## config.mk

```make
export PLATFORM = sky130hd
export DESIGN_NAME = osc_trim_ctrl
export DESIGN_NICKNAME = d
export VERILOG_FILES = /design/src/rtl/osc_trim_pkg.sv /design/src/rtl/osc_ref_event.sv /design/src/rtl/osc_err_counter.sv /design/src/rtl/osc_trim_adj.sv /design/src/rtl/osc_trim_ctrl.sv
export SDC_FILE = /design/constraint.sdc
export NUM_CORES = 1
export LEC_CHECK = 0
export BUFFER_PORTS_ARGS = -buffer_cell sky130_fd_sc_hd__buf_4
export CAP_MARGIN = 20
export CORE_MARGIN = 2
export CORE_UTILIZATION = 56
export CTS_CLUSTER_DIAMETER = 40
export CTS_CLUSTER_SIZE = 24
export DETAILED_ROUTE_END_ITERATION = 6
export PLACE_DENSITY = 0.75
export SYNTH_ARGS = -nofsm -noshare
export SYNTH_HDL_FRONTEND = slang
export SYNTH_SLANG_ARGS = --single-unit
```

## constraint.sdc

```tcl
create_clock -name clk -period 13.3 [get_ports clk]
set_input_delay 1.995 -clock clk [delete_from_list [all_inputs] [get_ports clk]]
set_output_delay 1.995 -clock clk [all_outputs]
set_load 0.02 [all_outputs]
```

## src/rtl/osc_trim_pkg.sv

```systemverilog
package osc_trim_pkg;
  typedef enum logic [1:0] {
    TIER_OK   = 2'd0,
    TIER_WARN = 2'd1,
    TIER_ERR  = 2'd2
  } tier_e;

  localparam logic [1:0] ADDR_CTRL = 2'd0;
  localparam logic [1:0] ADDR_CFG  = 2'd1;
  localparam logic [1:0] ADDR_STAT = 2'd2;
  localparam logic [1:0] ADDR_CLR  = 2'd3;

  localparam int CTRL_EN       = 0;
  localparam int CTRL_AUTO     = 1;
  localparam int CTRL_SWSYNC   = 2;
  localparam int CTRL_IE_LSB   = 4;
  localparam int CTRL_TRIM_LSB = 8;

  localparam int ST_OK    = 0;
  localparam int ST_WARN  = 1;
  localparam int ST_ERR   = 2;
  localparam int ST_ESYNC = 3;
  localparam int ST_SERR  = 4;
  localparam int ST_MISS  = 5;
  localparam int ST_OVF   = 6;
  localparam int ST_DIR   = 7;
  localparam int ST_CAP   = 16;
endpackage

```

## src/rtl/osc_ref_event.sv

```systemverilog
module osc_ref_event #(
  parameter int NSRC  = 3,
  parameter int SEL_W = 2,
  parameter int DIV_W = 3
) (
  input  logic             clk,
  input  logic             rst_n,
  input  logic             en,
  input  logic [NSRC-1:0]  ref_in,
  input  logic [SEL_W-1:0] src_sel,
  input  logic             fall_pol,
  input  logic [DIV_W-1:0] div_exp,
  input  logic             sw_sync,
  output logic             evt
);
  localparam int PRE_W = (1 << DIV_W) - 1;

  logic             sel_bit;
  logic [2:0]       sync_q;
  logic [PRE_W-1:0] pre_q;
  logic [PRE_W-1:0] pre_last;
  logic             lvl_now, lvl_prev, active, pin_evt;

  always_comb begin
    sel_bit = 1'b0;
    for (int i = 0; i < NSRC; i++) begin
      if (src_sel == SEL_W'(i)) sel_bit = ref_in[i];
    end
  end

  always_ff @(posedge clk or negedge rst_n) begin
    if (!rst_n) sync_q <= '0;
    else        sync_q <= {sync_q[1:0], sel_bit};
  end

  assign lvl_now  = sync_q[1] ^ fall_pol;
  assign lvl_prev = sync_q[2] ^ fall_pol;
  assign active   = lvl_now & ~lvl_prev;
  assign pre_last = PRE_W'((1 << div_exp) - 1);
  assign pin_evt  = active && (pre_q == pre_last);

  always_ff @(posedge clk or negedge rst_n) begin
    if (!rst_n)      pre_q <= '0;
    else if (!en)    pre_q <= '0;
    else if (active) pre_q <= pin_evt ? '0 : pre_q + 1'b1;
  end

  assign evt = en & (pin_evt | sw_sync);
endmodule

```

## src/rtl/osc_err_counter.sv

```systemverilog
module osc_err_counter
  import osc_trim_pkg::*;
#(
  parameter int CNT_W = 16,
  parameter int LIM_W = 8
) (
  input  logic             clk,
  input  logic             rst_n,
  input  logic             en,
  input  logic             evt,
  input  logic [CNT_W-1:0] reload,
  input  logic [LIM_W-1:0] limit,
  output logic             eval_o,
  output tier_e            tier_o,
  output logic             slow_o,
  output logic             esync_o,
  output logic             miss_o,
  output logic [CNT_W-1:0] cap_o,
  output logic             dir_o,
  output logic             down_o
);
  localparam int L3_W  = LIM_W + 2;
  localparam int CMP_W = (CNT_W > L3_W) ? CNT_W : L3_W;

  logic [CNT_W-1:0] cnt_q;
  logic             down_q, lost_q;
  logic [L3_W-1:0]  lim3;
  logic [CMP_W-1:0] cnt_x, lim_x, lim3_x;
  logic             at_zero, past_win;

  assign lim3     = ({2'b00, limit} << 1) + {2'b00, limit};
  assign cnt_x    = CMP_W'(cnt_q);
  assign lim_x    = CMP_W'(limit);
  assign lim3_x   = CMP_W'(lim3);
  assign at_zero  = (cnt_q == '0);
  assign past_win = (cnt_x >= lim3_x);

  assign eval_o  = en & evt & ~lost_q;
  assign esync_o = en & ~evt & ~lost_q & down_q & at_zero;
  assign miss_o  = en & ~evt & ~lost_q & ~down_q & past_win;
  assign slow_o  = down_q;
  assign down_o  = down_q;

  always_comb begin
    if (cnt_x < lim_x)       tier_o = TIER_OK;
    else if (cnt_x < lim3_x) tier_o = TIER_WARN;
    else                     tier_o = TIER_ERR;
  end

  always_ff @(posedge clk or negedge rst_n) begin
    if (!rst_n) begin
      cnt_q  <= '0;
      down_q <= 1'b1;
      lost_q <= 1'b0;
      cap_o  <= '0;
      dir_o  <= 1'b0;
    end else if (!en) begin
      cnt_q  <= reload;
      down_q <= 1'b1;
      lost_q <= 1'b0;
    end else if (evt) begin
      if (!lost_q) begin
        cap_o <= cnt_q;
        dir_o <= down_q;
      end
      cnt_q  <= reload;
      down_q <= 1'b1;
      lost_q <= 1'b0;
    end else if (!lost_q) begin
      if (down_q) begin
        if (at_zero) begin
          down_q <= 1'b0;
          cnt_q  <= CNT_W'(1);
        end else begin
          cnt_q <= cnt_q - 1'b1;
        end
      end else if (past_win) begin
        lost_q <= 1'b1;
      end else begin
        cnt_q <= cnt_q + 1'b1;
      end
    end
  end
endmodule

```

## src/rtl/osc_trim_adj.sv

```systemverilog
module osc_trim_adj
  import osc_trim_pkg::*;
#(
  parameter int TRIM_W = 6
) (
  input  logic              clk,
  input  logic              rst_n,
  input  logic              auto_en,
  input  logic              eval,
  input  tier_e             tier,
  input  logic              slow,
  input  logic              sw_we,
  input  logic [TRIM_W-1:0] sw_val,
  output logic [TRIM_W-1:0] trim_q,
  output logic              ovf_set
);
  localparam int SUM_W = TRIM_W + 2;
  localparam logic [TRIM_W-1:0] TRIM_RST = TRIM_W'(1 << (TRIM_W - 1));
  localparam logic [SUM_W-1:0]  TRIM_MAX = SUM_W'((1 << TRIM_W) - 1);

  logic [1:0]        step;
  logic [SUM_W-1:0]  wide, up_sum;
  logic [TRIM_W-1:0] nxt;
  logic              clamp;

  always_comb begin
    case (tier)
      TIER_WARN: step = 2'd1;
      TIER_ERR:  step = 2'd2;
      default:   step = 2'd0;
    endcase
  end

  assign wide   = SUM_W'(trim_q);
  assign up_sum = wide + SUM_W'(step);

  always_comb begin
    clamp = 1'b0;
    nxt   = trim_q;
    if (slow) begin
      if (up_sum > TRIM_MAX) begin
        clamp = 1'b1;
        nxt   = TRIM_MAX[TRIM_W-1:0];
      end else begin
        nxt = up_sum[TRIM_W-1:0];
      end
    end else begin
      if (wide < SUM_W'(step)) begin
        clamp = 1'b1;
        nxt   = '0;
      end else begin
        nxt = trim_q - TRIM_W'(step);
      end
    end
  end

  assign ovf_set = auto_en & eval & clamp;

  always_ff @(posedge clk or negedge rst_n) begin
    if (!rst_n)               trim_q <= TRIM_RST;
    else if (auto_en && eval) trim_q <= nxt;
    else if (sw_we && !auto_en) trim_q <= sw_val;
  end
endmodule

```

## src/rtl/osc_trim_ctrl.sv

```systemverilog
module osc_trim_ctrl
  import osc_trim_pkg::*;
#(
  parameter int CNT_W      = 16,
  parameter int LIM_W      = 8,
  parameter int TRIM_W     = 6,
  parameter int DIV_W      = 3,
  parameter int NSRC       = 3,
  parameter int SEL_W      = 2,
  parameter int RELOAD_RST = 'hBB7F,
  parameter int LIMIT_RST  = 'h22,
  parameter int SRC_RST    = 2
) (
  input  logic              clk,
  input  logic              rst_n,
  input  logic              bus_we,
  input  logic [1:0]        bus_addr,
  input  logic [31:0]       bus_wdata,
  output logic [31:0]       bus_rdata,
  input  logic [NSRC-1:0]   ref_in,
  output logic [TRIM_W-1:0] trim_code,
  output logic              irq_ok,
  output logic              irq_warn,
  output logic              irq_err,
  output logic              irq_esync
);
  localparam int LIM_LSB = CNT_W;
  localparam int DIV_LSB = LIM_LSB + LIM_W;
  localparam int SRC_LSB = DIV_LSB + DIV_W;
  localparam int POL_BIT = SRC_LSB + SEL_W;
  localparam int CFG_W   = POL_BIT + 1;
  localparam logic [CFG_W-1:0] CFG_RST =
    (CFG_W'(SRC_RST) << SRC_LSB) | (CFG_W'(LIMIT_RST) << LIM_LSB) | CFG_W'(RELOAD_RST);

  logic             cnt_en_q, auto_q;
  logic [3:0]       ie_q;
  logic [CFG_W-1:0] cfg_q;
  logic             wr_ctrl, wr_cfg, sw_sync;
  logic [3:0]       clr;
  logic             evt, eval, slow, esync_set, miss_set, ovf_set, cnt_down;
  tier_e            tier;
  logic [CNT_W-1:0] cap_q;
  logic             dir_q;
  logic             f_ok, f_warn, f_esync, f_serr, f_miss, f_ovf, f_err;
  logic             unused_wdata;

  assign wr_ctrl = bus_we && (bus_addr == ADDR_CTRL);
  assign wr_cfg  = bus_we && (bus_addr == ADDR_CFG);
  assign sw_sync = wr_ctrl && bus_wdata[CTRL_SWSYNC];
  assign clr     = (bus_we && (bus_addr == ADDR_CLR)) ? bus_wdata[3:0] : 4'b0000;
  assign unused_wdata = ^bus_wdata[31:CFG_W];

  always_ff @(posedge clk or negedge rst_n) begin
    if (!rst_n) begin
      cnt_en_q <= 1'b0;
      auto_q   <= 1'b0;
      ie_q     <= '0;
      cfg_q    <= CFG_RST;
    end else begin
      if (wr_ctrl) begin
        cnt_en_q <= bus_wdata[CTRL_EN];
        auto_q   <= bus_wdata[CTRL_AUTO];
        ie_q     <= bus_wdata[CTRL_IE_LSB +: 4];
      end
      if (wr_cfg && !cnt_en_q) cfg_q <= bus_wdata[CFG_W-1:0];
    end
  end

  osc_ref_event #(.NSRC(NSRC), .SEL_W(SEL_W), .DIV_W(DIV_W)) u_ref (
    .clk      (clk),
    .rst_n    (rst_n),
    .en       (cnt_en_q),
    .ref_in   (ref_in),
    .src_sel  (cfg_q[SRC_LSB +: SEL_W]),
    .fall_pol (cfg_q[POL_BIT]),
    .div_exp  (cfg_q[DIV_LSB +: DIV_W]),
    .sw_sync  (sw_sync),
    .evt      (evt)
  );

  osc_err_counter #(.CNT_W(CNT_W), .LIM_W(LIM_W)) u_cnt (
    .clk     (clk),
    .rst_n   (rst_n),
    .en      (cnt_en_q),
    .evt     (evt),
    .reload  (cfg_q[0 +: CNT_W]),
    .limit   (cfg_q[LIM_LSB +: LIM_W]),
    .eval_o  (eval),
    .tier_o  (tier),
    .slow_o  (slow),
    .esync_o (esync_set),
    .miss_o  (miss_set),
    .cap_o   (cap_q),
    .dir_o   (dir_q),
    .down_o  (cnt_down)
  );

  osc_trim_adj #(.TRIM_W(TRIM_W)) u_trim (
    .clk     (clk),
    .rst_n   (rst_n),
    .auto_en (auto_q),
    .eval    (eval),
    .tier    (tier),
    .slow    (slow),
    .sw_we   (wr_ctrl),
    .sw_val  (bus_wdata[CTRL_TRIM_LSB +: TRIM_W]),
    .trim_q  (trim_code),
    .ovf_set (ovf_set)
  );

  always_ff @(posedge clk or negedge rst_n) begin
    if (!rst_n) begin
      f_ok    <= 1'b0;
      f_warn  <= 1'b0;
      f_esync <= 1'b0;
      f_serr  <= 1'b0;
      f_miss  <= 1'b0;
      f_ovf   <= 1'b0;
    end else begin
      f_ok    <= (eval && tier == TIER_OK)   | (f_ok    & ~clr[0]);
      f_warn  <= (eval && tier == TIER_WARN) | (f_warn  & ~clr[1]);
      f_serr  <= (eval && tier == TIER_ERR)  | (f_serr  & ~clr[2]);
      f_miss  <= miss_set                    | (f_miss  & ~clr[2]);
      f_ovf   <= ovf_set                     | (f_ovf   & ~clr[2]);
      f_esync <= esync_set                   | (f_esync & ~clr[3]);
    end
  end

  assign f_err     = f_serr | f_miss | f_ovf;
  assign irq_ok    = f_ok    & ie_q[0];
  assign irq_warn  = f_warn  & ie_q[1];
  assign irq_err   = f_err   & ie_q[2];
  assign irq_esync = f_esync & ie_q[3];

  always_comb begin
    bus_rdata = '0;
    case (bus_addr)
      ADDR_CTRL: begin
        bus_rdata[CTRL_EN]                    = cnt_en_q;
        bus_rdata[CTRL_AUTO]                  = auto_q;
        bus_rdata[CTRL_IE_LSB +: 4]           = ie_q;
        bus_rdata[CTRL_TRIM_LSB +: TRIM_W]    = trim_code;
      end
      ADDR_CFG:  bus_rdata[CFG_W-1:0] = cfg_q;
      ADDR_STAT: begin
        bus_rdata[ST_OK]            = f_ok;
        bus_rdata[ST_WARN]          = f_warn;
        bus_rdata[ST_ERR]           = f_err;
        bus_rdata[ST_ESYNC]         = f_esync;
        bus_rdata[ST_SERR]          = f_serr;
        bus_rdata[ST_MISS]          = f_miss;
        bus_rdata[ST_OVF]           = f_ovf;
        bus_rdata[ST_DIR]           = dir_q;
        bus_rdata[ST_CAP +: CNT_W]  = cap_q;
      end
      default: bus_rdata = '0;
    endcase
  end
endmodule

```

==> results by group <==
Floorplan
  • Die H: 111 um
  • Die Width: 111 um
  • Core Area: 0.0113 sq mm
  • Row count: 39
  • I/O pins: 82
  • Die area: 0.0123 sq mm
  • Initial core utilization: 0.567

Layout
  • Final std cells w/o fill: 852
  • Layout cell share with drive strength beyond 1: 0.283
  • Fill cells: 937
  • Fin nets: 785
  • Area growth syn-to-layout: 14.6%
  • Antenna cells: 0

Worst setup path
  • CP Data Arrival Time: 3.63 ns
  • Critical setup path kind: input pin to primary output
  • WP data required: 11.31 ns
  • CP endpoint: bus_rdata[2]
  • R2R Setup Slk: 7.76 ns
  • Crit Path Max Fanout: 24
  • Startpoint Class: input pin
  • Worst R2R Path Depth: 22
  • Worst r2r src: cfg_q[16]
  • RR Endpoint: u_trim.trim_q[5]
  • Type of destination of the critical path: primary output
  • CP startpoint: bus_addr[0]

Power and ir drop
  • Worst VDD drop: 0.104 mV
  • PwrDens: 185 mW/mm^2
  • Pleak: 3.19 nW

STA
  • Endpoints failing setup: 0
  • Unrepaired setup endpoints after global routing: no
  • Final period demand of the worst path: 5.62 ns
  • Relative slew slack: 0.336
  • Worst slew pin tran: 0.996 ns
  • Setup_tns: 0 ns
  • Count of final hold-check violations: 0
  • Pins Over Slew Limit: 0
  • Fmax: 178 MHz
  • Max Clock Skew: 0.00856 ns
  • Period Utilization, post-route: 0.423

Routing
  • DRT antenna net count: 0
  • WL/cell: 19.4 um
  • DR iter-0 viols: 392
  • Via count: 5355
  • Remaining routing DRC violations: 0
  • Drt total wl: 16.5 mm
  • Vias/cell: 6.29
  • Drt pass-1 iters: 7

GRT
  • GRT Util Overall: 0.273
  • Antenna violations before repair: 0
  • Largest net degree at the start of global routing: 50
  • First-pass GRT wire length: 27.2 mm
  • Number of global-route vias before repair: 5226
  • Grt total ovfl: 0

Yosys
  • Post-synth top flop: dfrtp_1
  • Cell taking the most area after synthesis: dfrtp_1
  • Number of synthesized flops with an enable pin: 0
  • Post-synthesis async set-or-reset flop share: 1.00
  • Post-Synthesis Cells: 654
  • Ys Warns: 0
  • Cell Area, Synth: 0.00642 sq mm
  • Top-area cell type share of the netlist area: 0.292
  • Library cells used by synthesis: 65
  • #FFs+latches synth: 93
  • Synth area leaders: dfrtp_1 (29%), mux2_2 (13%), ha_1 (7.4%)
  • Syn avg cell area: 9.82 sq um
  • Post-synthesis net count: 735
  • Register area share after synthesis: 0.366

Clock network
  • Num CTS Buffers: 9
  • Post-CTS setup buffers: 0
  • CTS HTree Levels: 3
  • Reg clk slew, reported paths: 0.07 ns
  • Sink Count: 93
  • CTS tree: yes
  • Clock tree buffer depth: 2
  • Worst-Skew Late Latency: 0.35 ns
  • Post_cts resized: 0
  • Post-CTS Hold Buffers: 0
  • Clock Tree Root: clkbuf_16

Place
  • HPWL after DPL: 11.9 mm
  • I/O Buffers: 79
  • Placed Cells: 836
  • GP Congestion: 0.927

Job
  • Maxcap violations: 0

Hold path
  • Class of the worst hold path: flop to flop

Run status
  • Outcome: finished, final reports clean
## sequential cells by signal, summed over array words and instances (netlist names), 3 cells and up
name	flops
cfg_q	30
ie_q	4
u_cnt.cap_o	16
u_cnt.cnt_q	16
u_ref.pre_q	7
u_ref.sync_q	3
u_trim.trim_q	6
## kinds of logic after synthesis
| logic type | after synthesis | share of synthesized area |
|---|---|---|
| AND/OR/NAND/NOR | 190 | 0.158 |
| buffers and inverters | 72 | 0.0499 |
| adder cells (fa/ha/maj) | 41 | 0.0834 |
| XOR/XNOR | 21 | 0.0286 |
| AO/OA/AOI/OAI | 154 | 0.170 |
| multiplexers | 83 | 0.144 |
| flip-flops | 93 | 0.366 |
## report_power, final
group	leakage [nW]	switching, mW	internal [mW]
registers	1.12	0.148	0.375
logic	1.90	0.270	0.267
clock network	0.168	0.118	0.185
total	3.19	0.536	0.827
## cells in the mapped netlist, types with 8 or more instances
cell type and count:
ha_1 38, a22o_1 8, o22ai_1 10, clkbuf_1 31
nor2_1 36, nand4_1 8, dfrtp_1 75, a22oi_1 18
dfstp_2 18, nor2b_1 24, nand2_1 45, mux2_2 75
a31oi_1 12, a21oi_1 30, inv_1 27, mux2i_1 8
xor2_1 14, nor3_1 11, o21ai_0 24, and2_1 11
nand3_1 17
## stage by stage
| step | power, mW | util | worst slack, ns | cell area, sq um | hold WS [ns] |
|---|---|---|---|---|---|
| after floorplan | 0.899 | - | 8.15 | 6420 | 0.331 |
| final | 1.36 | 0.650 | 7.68 | 7350 | 0.368 |
| after detailed placement | 1.06 | 0.619 | 7.70 | 7010 | 0.349 |
| after global routing | 1.46 | 0.650 | 7.35 | 7350 | 0.387 |
| after global placement | 1.03 | 0.619 | 7.74 | 7010 | 0.334 |
| after CTS | 1.36 | 0.650 | 7.69 | 7350 | 0.372 |
## worst min path at each step
| stage | start | to | slack, ns | depth (start not counted) |
|---|---|---|---|---|
| after global routing | u_ref.sync_q[0] | u_ref.sync_q[1] | 0.39 | 0 |
| after detailed placement | u_ref.sync_q[0] | u_ref.sync_q[1] | 0.35 | 0 |
| after CTS | u_ref.sync_q[0] | u_ref.sync_q[1] | 0.37 | 0 |
| after global placement | u_ref.sync_q[0] | u_ref.sync_q[1] | 0.33 | 0 |
| after floorplan | u_ref.sync_q[0] | u_ref.sync_q[1] | 0.33 | 0 |
| final | u_ref.sync_q[0] | u_ref.sync_q[1] | 0.37 | 0 |
## placed cells by master, fill, tap and decap left out, types with 4 or more instances in the layout
cell type  Yosys  routed
nand4_1        8       8
nor4_1         7       7
a22oi_1       18      18
or4_1          5       5
o21ai_0       24      24
xor2_1        14      14
mux2i_1        8       8
nand3_1       17      17
a31oi_1       12      12
mux2_2        75      75
a22o_1         8       8
a21o_1         4       4
o22ai_1       10      10
nor2b_1       24      24
o2111ai_1      4       4
dfstp_2       18      18
dfrtp_1       75      75
a21oi_1       30      30
and2_1        11      11
xnor2_1        7       7
nand2b_1       5       5
nand2_1       45      45
a222oi_1       6       6
clkbuf_16      0       9
nand3b_1       5       5
nor3_1        11      11
o31a_1         5       5
ha_1          38      38
buf_4          2      83
nor2_1        36      36
inv_1         27      27
o211ai_1       7       7
## critical path, stage by stage
cell and delay, ns:
buf_4 0.13, inv_1 0.07, ha_1 0.82, o31ai_1 0.16
a21boi_0 0.26, buf_4 0.19
## final cells by class
cell class | count | area (sq um) | area share
clock buffer | 9 | 225 | 0.0306
clock inverter | 7 | 123 | 0.0167
inverter | 28 | 105 | 0.0143
multi-input combinational | 489 | 3750 | 0.510
sequential | 93 | 2350 | 0.319
tap | 143 | 179 | 0.0243
timing repair buffer | 83 | 623 | 0.0847
## routing by layer
metal | vias up | track usage | wire length [um]
met5 | - | 0 | 0
met4 | 0 | 0.0848 | 223
met3 | 15 | 0.0350 | 981
met2 | 204 | 0.455 | 8090
met1 | 2636 | 0.375 | 7240
li1 | 2500 | - | -
No activity file was read; power rests on OpenSTA's default activity.
